File: config.mk
export PLATFORM = sky130hd
export DESIGN_NAME = otp_lock_regfile
export DESIGN_NICKNAME = d
export VERILOG_FILES = /design/src/rtl/otp_lock_pkg.sv /design/src/rtl/otp_lock_bitmap.sv /design/src/rtl/otp_glob_ctrl.sv /design/src/rtl/otp_op_gate.sv /design/src/rtl/otp_lock_regfile.sv
export SDC_FILE = /design/constraint.sdc
export NUM_CORES = 1
export LEC_CHECK = 0
export BUFFER_PORTS_ARGS = -buffer_cell sky130_fd_sc_hd__buf_2
export CAP_MARGIN = 20
export CORE_ASPECT_RATIO = 0.8
export CORE_UTILIZATION = 49
export CTS_BUF_LIST = sky130_fd_sc_hd__clkbuf_4
export DETAILED_ROUTE_END_ITERATION = 8
export PLACE_DENSITY = 0.68
export SETUP_SLACK_MARGIN = 0.02
export SLEW_MARGIN = 10
export SYNTH_ARGS = -nofsm -noshare
export SYNTH_HDL_FRONTEND = slang
export SYNTH_SLANG_ARGS = --single-unit
export TNS_END_PERCENT = 30
File: constraint.sdc
create_clock -name clk_i -period 2.9 [get_ports clk_i]
set_clock_uncertainty 0.05 [all_clocks]
set_input_delay 0.145 -clock clk_i [delete_from_list [all_inputs] [get_ports clk_i]]
set_output_delay 0.145 -clock clk_i [all_outputs]
set_load 0.01 [all_outputs]
File: src/rtl/otp_lock_pkg.sv
package otp_lock_pkg;
  localparam logic [11:0] GLOB_OFF = 12'h010;
  localparam logic [11:0] DBG_OFF  = 12'h014;
  localparam logic [11:0] PERM_OFF = 12'h04C;
  localparam logic [11:0] PROG_OFF = 12'h064;
  localparam logic [11:0] WLK_OFF  = 12'h07C;
  localparam logic [11:0] RLK_OFF  = 12'h094;

  localparam int unsigned GL_UPPER_BIT = 0;
  localparam int unsigned GL_DBG_BIT   = 2;
  localparam int unsigned GL_PROG_BIT  = 4;

  typedef enum logic [1:0] {
    OP_RELOAD  = 2'd0,
    OP_SWRITE  = 2'd1,
    OP_PROGRAM = 2'd2,
    OP_RSVD    = 2'd3
  } op_kind_e;
endpackage

File: src/rtl/otp_lock_bitmap.sv
module otp_lock_bitmap #(
  parameter int unsigned NUM_WORDS = 96,
  parameter logic [11:0] BASE      = 12'h000,
  parameter bit          FROM_FUSE = 1'b0
) (
  input  logic                 clk_i,
  input  logic                 rst_ni,
  input  logic                 wr_en_i,
  input  logic [11:0]          addr_i,
  input  logic [31:0]          wdata_i,
  input  logic                 load_i,
  input  logic [NUM_WORDS-1:0] fuse_i,
  output logic [NUM_WORDS-1:0] bits_o,
  output logic [31:0]          rdata_o
);
  localparam int unsigned BANKS = (NUM_WORDS + 31) / 32;
  localparam int unsigned PADW  = BANKS * 32;
  localparam logic [PADW-1:0] VMASK = PADW'({NUM_WORDS{1'b1}});

  logic [PADW-1:0] bits_q, bits_d;
  logic bus_wr, ld;
  logic unused_in;
  assign unused_in = ^{wr_en_i, load_i, fuse_i, wdata_i};

  always_comb begin
    bits_d  = bits_q;
    rdata_o = '0;
    for (int b = 0; b < BANKS; b++) begin
      if (addr_i == BASE + 12'(4 * b)) begin
        rdata_o = bits_q[b*32 +: 32];
        if (bus_wr) bits_d[b*32 +: 32] = bits_q[b*32 +: 32] | wdata_i;
      end
    end
    if (ld) bits_d = PADW'(fuse_i);
    bits_d = bits_d & VMASK;
  end

  always_ff @(posedge clk_i or negedge rst_ni) begin
    if (!rst_ni) bits_q <= '0;
    else         bits_q <= bits_d;
  end

  assign bits_o = bits_q[NUM_WORDS-1:0];

  if (FROM_FUSE) begin : g_fuse
    assign bus_wr = 1'b0;
    assign ld     = load_i;

    fuse_hold_chk: assert property (@(posedge clk_i) disable iff (!rst_ni)
      !$past(load_i) |-> $stable(bits_q));
  end else begin : g_sw
    assign bus_wr = wr_en_i;
    assign ld     = 1'b0;

    sticky_bits_chk: assert property (@(posedge clk_i) disable iff (!rst_ni)
      ($past(bits_q) & ~bits_q) == '0);
  end
endmodule

File: src/rtl/otp_glob_ctrl.sv
module otp_glob_ctrl
  import otp_lock_pkg::*;
#(
  parameter int unsigned DBG_W = 11
) (
  input  logic             clk_i,
  input  logic             rst_ni,
  input  logic             wr_en_i,
  input  logic [11:0]      addr_i,
  input  logic [31:0]      wdata_i,
  output logic             upper_lock_o,
  output logic             dbg_lock_o,
  output logic             prog_lock_o,
  output logic [DBG_W-1:0] dbg_en_o,
  output logic [31:0]      rdata_o
);
  logic upper_q, dbg_lock_q, prog_q;
  logic [DBG_W-1:0] dbg_q;
  logic glob_hit, dbg_hit;
  logic unused_wd;
  assign unused_wd = ^wdata_i;

  assign glob_hit = (addr_i == GLOB_OFF);
  assign dbg_hit  = (addr_i == DBG_OFF);

  always_ff @(posedge clk_i or negedge rst_ni) begin
    if (!rst_ni) begin
      upper_q    <= 1'b0;
      dbg_lock_q <= 1'b0;
      prog_q     <= 1'b0;
      dbg_q      <= '0;
    end else begin
      if (wr_en_i && glob_hit) begin
        upper_q    <= upper_q    | wdata_i[GL_UPPER_BIT];
        dbg_lock_q <= dbg_lock_q | wdata_i[GL_DBG_BIT];
        prog_q     <= prog_q     | wdata_i[GL_PROG_BIT];
      end
      if (wr_en_i && dbg_hit && !dbg_lock_q) dbg_q <= wdata_i[DBG_W-1:0];
    end
  end

  always_comb begin
    rdata_o = '0;
    if (glob_hit) begin
      rdata_o[GL_UPPER_BIT] = upper_q;
      rdata_o[GL_DBG_BIT]   = dbg_lock_q;
      rdata_o[GL_PROG_BIT]  = prog_q;
    end else if (dbg_hit) begin
      rdata_o[DBG_W-1:0] = dbg_q;
    end
  end

  assign upper_lock_o = upper_q;
  assign dbg_lock_o   = dbg_lock_q;
  assign prog_lock_o  = prog_q;
  assign dbg_en_o     = dbg_q;


  glock_sticky_chk: assert property (@(posedge clk_i) disable iff (!rst_ni)
    ($past({upper_q, dbg_lock_q, prog_q}) & ~{upper_q, dbg_lock_q, prog_q}) == 3'b000);

  dbg_frozen_chk: assert property (@(posedge clk_i) disable iff (!rst_ni)
    $past(dbg_lock_q) |-> $stable(dbg_q));
endmodule

File: src/rtl/otp_op_gate.sv
module otp_op_gate
  import otp_lock_pkg::*;
#(
  parameter int unsigned NUM_WORDS  = 96,
  parameter int unsigned UPPER_BASE = 32,
  parameter int unsigned ID_W       = $clog2(NUM_WORDS)
) (
  input  logic                 clk_i,
  input  logic                 rst_ni,
  input  logic                 op_valid_i,
  input  logic [1:0]           op_kind_i,
  input  logic [ID_W-1:0]      op_word_i,
  input  logic [NUM_WORDS-1:0] rlk_i,
  input  logic [NUM_WORDS-1:0] wlk_i,
  input  logic [NUM_WORDS-1:0] plk_i,
  input  logic [NUM_WORDS-1:0] perm_i,
  input  logic                 upper_lock_i,
  input  logic                 prog_lock_i,
  output logic                 rsp_valid_o,
  output logic                 rsp_ok_o,
  output logic                 rsp_err_o
);
  localparam int unsigned SPAN = 1 << ID_W;

  logic [SPAN-1:0] rlk_x, wlk_x, plk_x, perm_x;
  logic in_range, upper_blk, ok_d, err_d;
  logic valid_q, ok_q, err_q;

  assign rlk_x  = SPAN'(rlk_i);
  assign wlk_x  = SPAN'(wlk_i);
  assign plk_x  = SPAN'(plk_i);
  assign perm_x = SPAN'(perm_i);

  assign in_range  = ({1'b0, op_word_i} < (ID_W+1)'(NUM_WORDS));
  assign upper_blk = upper_lock_i && (op_word_i >= ID_W'(UPPER_BASE));

  always_comb begin
    ok_d  = 1'b0;
    err_d = 1'b1;
    if (in_range) begin
      unique case (op_kind_e'(op_kind_i))
        OP_RELOAD: begin
          err_d = rlk_x[op_word_i] || upper_blk;
          ok_d  = !err_d;
        end
        OP_SWRITE: begin
          err_d = 1'b0;
          ok_d  = !(wlk_x[op_word_i] || upper_blk);
        end
        OP_PROGRAM: begin
          err_d = plk_x[op_word_i] || perm_x[op_word_i] || prog_lock_i || upper_blk;
          ok_d  = !err_d;
        end
        default: begin
          err_d = 1'b1;
          ok_d  = 1'b0;
        end
      endcase
    end
  end

  always_ff @(posedge clk_i or negedge rst_ni) begin
    if (!rst_ni) begin
      valid_q <= 1'b0;
      ok_q    <= 1'b0;
      err_q   <= 1'b0;
    end else begin
      valid_q <= op_valid_i;
      ok_q    <= op_valid_i && ok_d;
      err_q   <= op_valid_i && err_d;
    end
  end

  assign rsp_valid_o = valid_q;
  assign rsp_ok_o    = ok_q;
  assign rsp_err_o   = err_q;


  rsp_follow_chk: assert property (@(posedge clk_i) disable iff (!rst_ni)
    rsp_valid_o == $past(op_valid_i));

  rsp_excl_chk: assert property (@(posedge clk_i) disable iff (!rst_ni)
    !(rsp_ok_o && rsp_err_o));

  rsp_idle_chk: assert property (@(posedge clk_i) disable iff (!rst_ni)
    !rsp_valid_o |-> (!rsp_ok_o && !rsp_err_o));
endmodule

File: src/rtl/otp_lock_regfile.sv
module otp_lock_regfile
  import otp_lock_pkg::*;
#(
  parameter int unsigned NUM_WORDS  = 96,
  parameter int unsigned UPPER_BASE = 32,
  parameter int unsigned DBG_W      = 11
) (
  input  logic                         clk_i,
  input  logic                         rst_ni,
  input  logic                         reg_wr_i,
  input  logic [11:0]                  reg_addr_i,
  input  logic [31:0]                  reg_wdata_i,
  output logic [31:0]                  reg_rdata_o,
  input  logic                         fuse_load_i,
  input  logic [NUM_WORDS-1:0]         fuse_lock_i,
  input  logic                         op_valid_i,
  input  logic [1:0]                   op_kind_i,
  input  logic [$clog2(NUM_WORDS)-1:0] op_word_i,
  output logic                         rsp_valid_o,
  output logic                         rsp_ok_o,
  output logic                         rsp_err_o,
  output logic [DBG_W-1:0]             dbg_en_o
);
  localparam int unsigned ID_W = $clog2(NUM_WORDS);

  logic [NUM_WORDS-1:0] rlk, wlk, plk, perm;
  logic [31:0] rd_rlk, rd_wlk, rd_plk, rd_perm, rd_glob;
  logic upper_lock, dbg_lock, prog_lock;

  otp_lock_bitmap #(.NUM_WORDS(NUM_WORDS), .BASE(RLK_OFF), .FROM_FUSE(1'b0)) u_rlk (
    .clk_i, .rst_ni, .wr_en_i(reg_wr_i), .addr_i(reg_addr_i), .wdata_i(reg_wdata_i),
    .load_i(fuse_load_i), .fuse_i(fuse_lock_i), .bits_o(rlk), .rdata_o(rd_rlk));

  otp_lock_bitmap #(.NUM_WORDS(NUM_WORDS), .BASE(WLK_OFF), .FROM_FUSE(1'b0)) u_wlk (
    .clk_i, .rst_ni, .wr_en_i(reg_wr_i), .addr_i(reg_addr_i), .wdata_i(reg_wdata_i),
    .load_i(fuse_load_i), .fuse_i(fuse_lock_i), .bits_o(wlk), .rdata_o(rd_wlk));

  otp_lock_bitmap #(.NUM_WORDS(NUM_WORDS), .BASE(PROG_OFF), .FROM_FUSE(1'b0)) u_plk (
    .clk_i, .rst_ni, .wr_en_i(reg_wr_i), .addr_i(reg_addr_i), .wdata_i(reg_wdata_i),
    .load_i(fuse_load_i), .fuse_i(fuse_lock_i), .bits_o(plk), .rdata_o(rd_plk));

  otp_lock_bitmap #(.NUM_WORDS(NUM_WORDS), .BASE(PERM_OFF), .FROM_FUSE(1'b1)) u_perm (
    .clk_i, .rst_ni, .wr_en_i(reg_wr_i), .addr_i(reg_addr_i), .wdata_i(reg_wdata_i),
    .load_i(fuse_load_i), .fuse_i(fuse_lock_i), .bits_o(perm), .rdata_o(rd_perm));

  otp_glob_ctrl #(.DBG_W(DBG_W)) u_glob (
    .clk_i, .rst_ni, .wr_en_i(reg_wr_i), .addr_i(reg_addr_i), .wdata_i(reg_wdata_i),
    .upper_lock_o(upper_lock), .dbg_lock_o(dbg_lock), .prog_lock_o(prog_lock),
    .dbg_en_o(dbg_en_o), .rdata_o(rd_glob));

  otp_op_gate #(.NUM_WORDS(NUM_WORDS), .UPPER_BASE(UPPER_BASE), .ID_W(ID_W)) u_gate (
    .clk_i, .rst_ni, .op_valid_i, .op_kind_i, .op_word_i,
    .rlk_i(rlk), .wlk_i(wlk), .plk_i(plk), .perm_i(perm),
    .upper_lock_i(upper_lock), .prog_lock_i(prog_lock),
    .rsp_valid_o, .rsp_ok_o, .rsp_err_o);

  assign reg_rdata_o = rd_rlk | rd_wlk | rd_plk | rd_perm | rd_glob;


  dbg_out_frozen_chk: assert property (@(posedge clk_i) disable iff (!rst_ni)
    $past(dbg_lock) |-> $stable(dbg_en_o));
endmodule

==> key figures <==
Route
  – Vias/cell: about 6.6
  – Remaining DRCs: 1
  – DR WL/cell: 27.5 um
  – Count of routing violations after the opening detailed-route iteration: around 2300
  – Drt pass-1 iters: 9
  – DRT antenna net count: 0
  – Drt total wl: 69.8 mm
  – Vias: ~17000

Yosys
  – Top cells by area, synth: dfrtp_1 (53%), a21o_1 (12%), mux2_2 (6.8%)
  – Sequential area share after synthesis: between 50% and 60%
  – Syn. warnings: 0
  – Synthesized flop and latch total: approximately 400
  – Synth top area share: a little over half
  – Syn Inst Count: approximately 1500
  – Post-synth ARST share: between 90% and 100%
  – Synthesized area: roughly 19000 sq um
  – Cell taking the most area after synthesis: dfrtp_1
  – Avg Cell Area, Syn: 12.4 sq um
  – Count of cell types in the netlist: 58
  – Top_reg_cell synth: dfrtp_1
  – Number of flops mapped to enable cells by yosys: 0
  – Synth Net Count: 1683

Setup path
  – Worst Path Buf+Inv: 1
  – Worst EP arrival: 3.47 ns
  – Worst-path maximum fanout: 3
  – CP startpoint kind: flip-flop
  – Crit-path leading delay family: compound AO/OA/AOI/OAI gates
  – CP max stage cell: dlygate4sd3_1
  – Critical Path Max Stage Delay: ~0.55 ns
  – Crit-path cells: nor2_1 -> mux4_2 -> a22oi_1 -> o31ai_1 -> o31ai_1 -> a221o_1 -> a21oi_1 -> dlygate4sd3_1
  – Worst Path Class, Setup: reg2reg
  – Cell mode on critical path: o31ai_1
  – CP endpoint kind: flip-flop
  – Worst Path Required: 3.55 ns

STA
  – Hold Vio Cnt, Final: 0
  – Fmax: roughly 350 MHz
  – Actual slew at the worst max-slew pin: ~0.72 ns
  – Slew margin rel.: about half
  – Period minus WS final: ~2.8 ns
  – Endpoints failing setup: 0
  – RSZ-0062 raised after global routing: false
  – Total negative slack: 0 ns
  – Hold_ws: 0.0402 ns
  – Post-route clock period utilization: 97.3%
  – Slew Viols, Final: 0

Pwr
  – VDD IR max: between 0.3 and 0.4 mV
  – PwrDens: approximately 490 nW/um^2
  – Pleak: about 14 nW
  – Total power: approximately 12 mW

Clock tree
  – TritonCTS clock tree: yes
  – CTS H-Tree Depth: 3
  – Post-CTS Setup Inserts: 0
  – Sink Count: between 400 and 500
  – Clock Tree Buf Depth: 3
  – Register clock-pin slew on the reported worst setup and hold paths: ~0.070 ns
  – TritonCTS buffer count: 100
  – Worst-skew pair later-pin latency: between 0.8 and 0.9 ns
  – Root Buffer Master: clkbuf_4

Place
  – GPL Wtd Cong: 0.929
  – Post-DP HPWL: approximately 43 mm
  – Placed cells: between 2000 and 2500
  – IO buf count: 199

Finish
  – Most frequent cells in the layout: dfrtp_1 (401), a21o_1 (291), dlygate4sd3_1 (242)
  – Share of post-route cells with drive strength above 1: between 20% and 30%
  – Layout area overhead: 28.4%
  – Nets: ~2100
  – Commonest non-fill, non-tap cell in the layout: dfrtp_1
  – Final std cells w/o fill: 2536

Floorplan
  – Rows: between 60 and 70
  – Initial Util: between 50% and 60%
  – Height of the die: approximately 180 um
  – Core area: 37500 sq um
  – Die area: around 39000 sq um
  – I/O Pins: 200
  – Die width: 222 um

GRT
  – Grt total ovfl: 0
  – Pin count of the biggest net entering global routing: 75
  – First-pass GRT wire length: 107 mm
  – Vias in the first global route: about 17000
  – Initial antenna violation count: 3
  – Gr usage total: a little over a third

Min path
  – Hold WC Path Type: in2reg

Run
  – MaxCap Viol Count: 0

Outcome
  – Status: finished with violations
  – Failing checks: DRC
-- stage by stage --
step | area [sq um] | util [%] | setup slack [ns]
after detailed placement | 20600 | 55.0 | 0.240
after CTS | 24300 | 64.6 | 0.0505
after floorplan | 18900 | - | 0.778
final | 24300 | 64.7 | 0.0769
after global routing | 24300 | 64.7 | 0.0230
after global placement | 20600 | 55.0 | 0.236
-- routing by layer --
metal / vias up / wire [um] / GRT usage, %
li1: 6894 / - / -
met1: 8454 / 27400 / 48.4
met2: 1220 / 31300 / 54.7
met3: 198 / 8740 / 12.5
met4: 0 / 2350 / 14.8
met5: - / 0 / 0
-- cells by family (layout without fill, tap and decap cells) --
family                 after synthesis  after routing  share of synthesized area [%]
DFF                                401            401                           53.0
muxes                              181            181                           13.4
buffers and inverters              149            665                           3.55
AOI/OAI and AO/OA                  580            580                           24.1
other                                0              4                              0
and+or+nand+nor                    218            218                           5.89
-- report_power, final --
part | total (mW) | switching (mW) | leakage [nW] | internal [mW]
clock network | 4.60 | 2.35 | 0.701 | 2.26
registers | 5.93 | 0.180 | 5.38 | 5.75
logic | 1.27 | 0.620 | 7.46 | 0.648
-- area by class of cell --
class                           count  area, sq um
Inverter                            4         15.0
Antenna cell                        4         10.0
Fill cell                        2876        13200
Sequential cell                   401        10000
Clock buffer                      138         1040
Clock inverter                     24          119
Timing Repair Buffer              499         4140
Multi-Input combinational cell    979         8320
Tap cell                          487          609
-- worst register-to-register path, stage by stage (launching register included) --
cell and delay [ns]:
dfrtp_1 0.42, nor2_1 0.10, mux4_2 0.53, a22oi_1 0.33, o31ai_1 0.21, o31ai_1 0.25, a221o_1 0.18, a21oi_1 0.07
dlygate4sd3_1 0.55
-- state kept, by name, summed over array words and instances (netlist names) --
signal and cells:
u_glob.dbg_en_o 11, u_wlk.bits_o 96, u_rlk.bits_o 96, u_glob.prog_lock_o 1, u_perm.bits_o 96, u_gate.rsp_valid_o 1
u_gate.rsp_ok_o 1, u_gate.rsp_err_o 1, u_plk.bits_o 96, u_glob.upper_lock_o 1, u_glob.dbg_lock_o 1
-- path summary, 6_finish.rpt --
check                                  start                 to  slack (ns)  cells past startpoint
setup / recovery           u_perm.bits_o[32]    u_gate.rsp_ok_o        0.08                      8
hold reg to reg             u_wlk.bits_o[83]   u_wlk.bits_o[83]        0.43                      1
min in group asynchronous             rst_ni   u_wlk.bits_o[73]        0.51                      4
max in group asynchronous             rst_ni   u_wlk.bits_o[37]        1.91                      4
hold / removal               fuse_lock_i[36]  u_perm.bits_o[36]        0.04                      3
setup reg to reg           u_perm.bits_o[32]    u_gate.rsp_ok_o        0.08                      8
-- cell usage after synthesis, types with 9 or more instances --
cell type	n
a22o_1	78
nand2_1	24
a21oi_1	20
a211oi_1	17
dfrtp_1	401
nor3_1	43
buf_2	30
nand3_1	30
mux2i_1	20
nor2_1	67
a21o_1	291
a22oi_1	37
a221oi_1	86
clkbuf_1	69
buf_1	32
nand4_1	9
mux2_2	115
nor2b_1	10
mux4_2	44
-- what timing repair did --
item                                   CTS  global route
endpoints found under the hold margin  802             0
hold buffers                           243             0
setup endpoints to repair                0             1
gates resized for setup                  0             6
(Power assumes the default switching activity.)
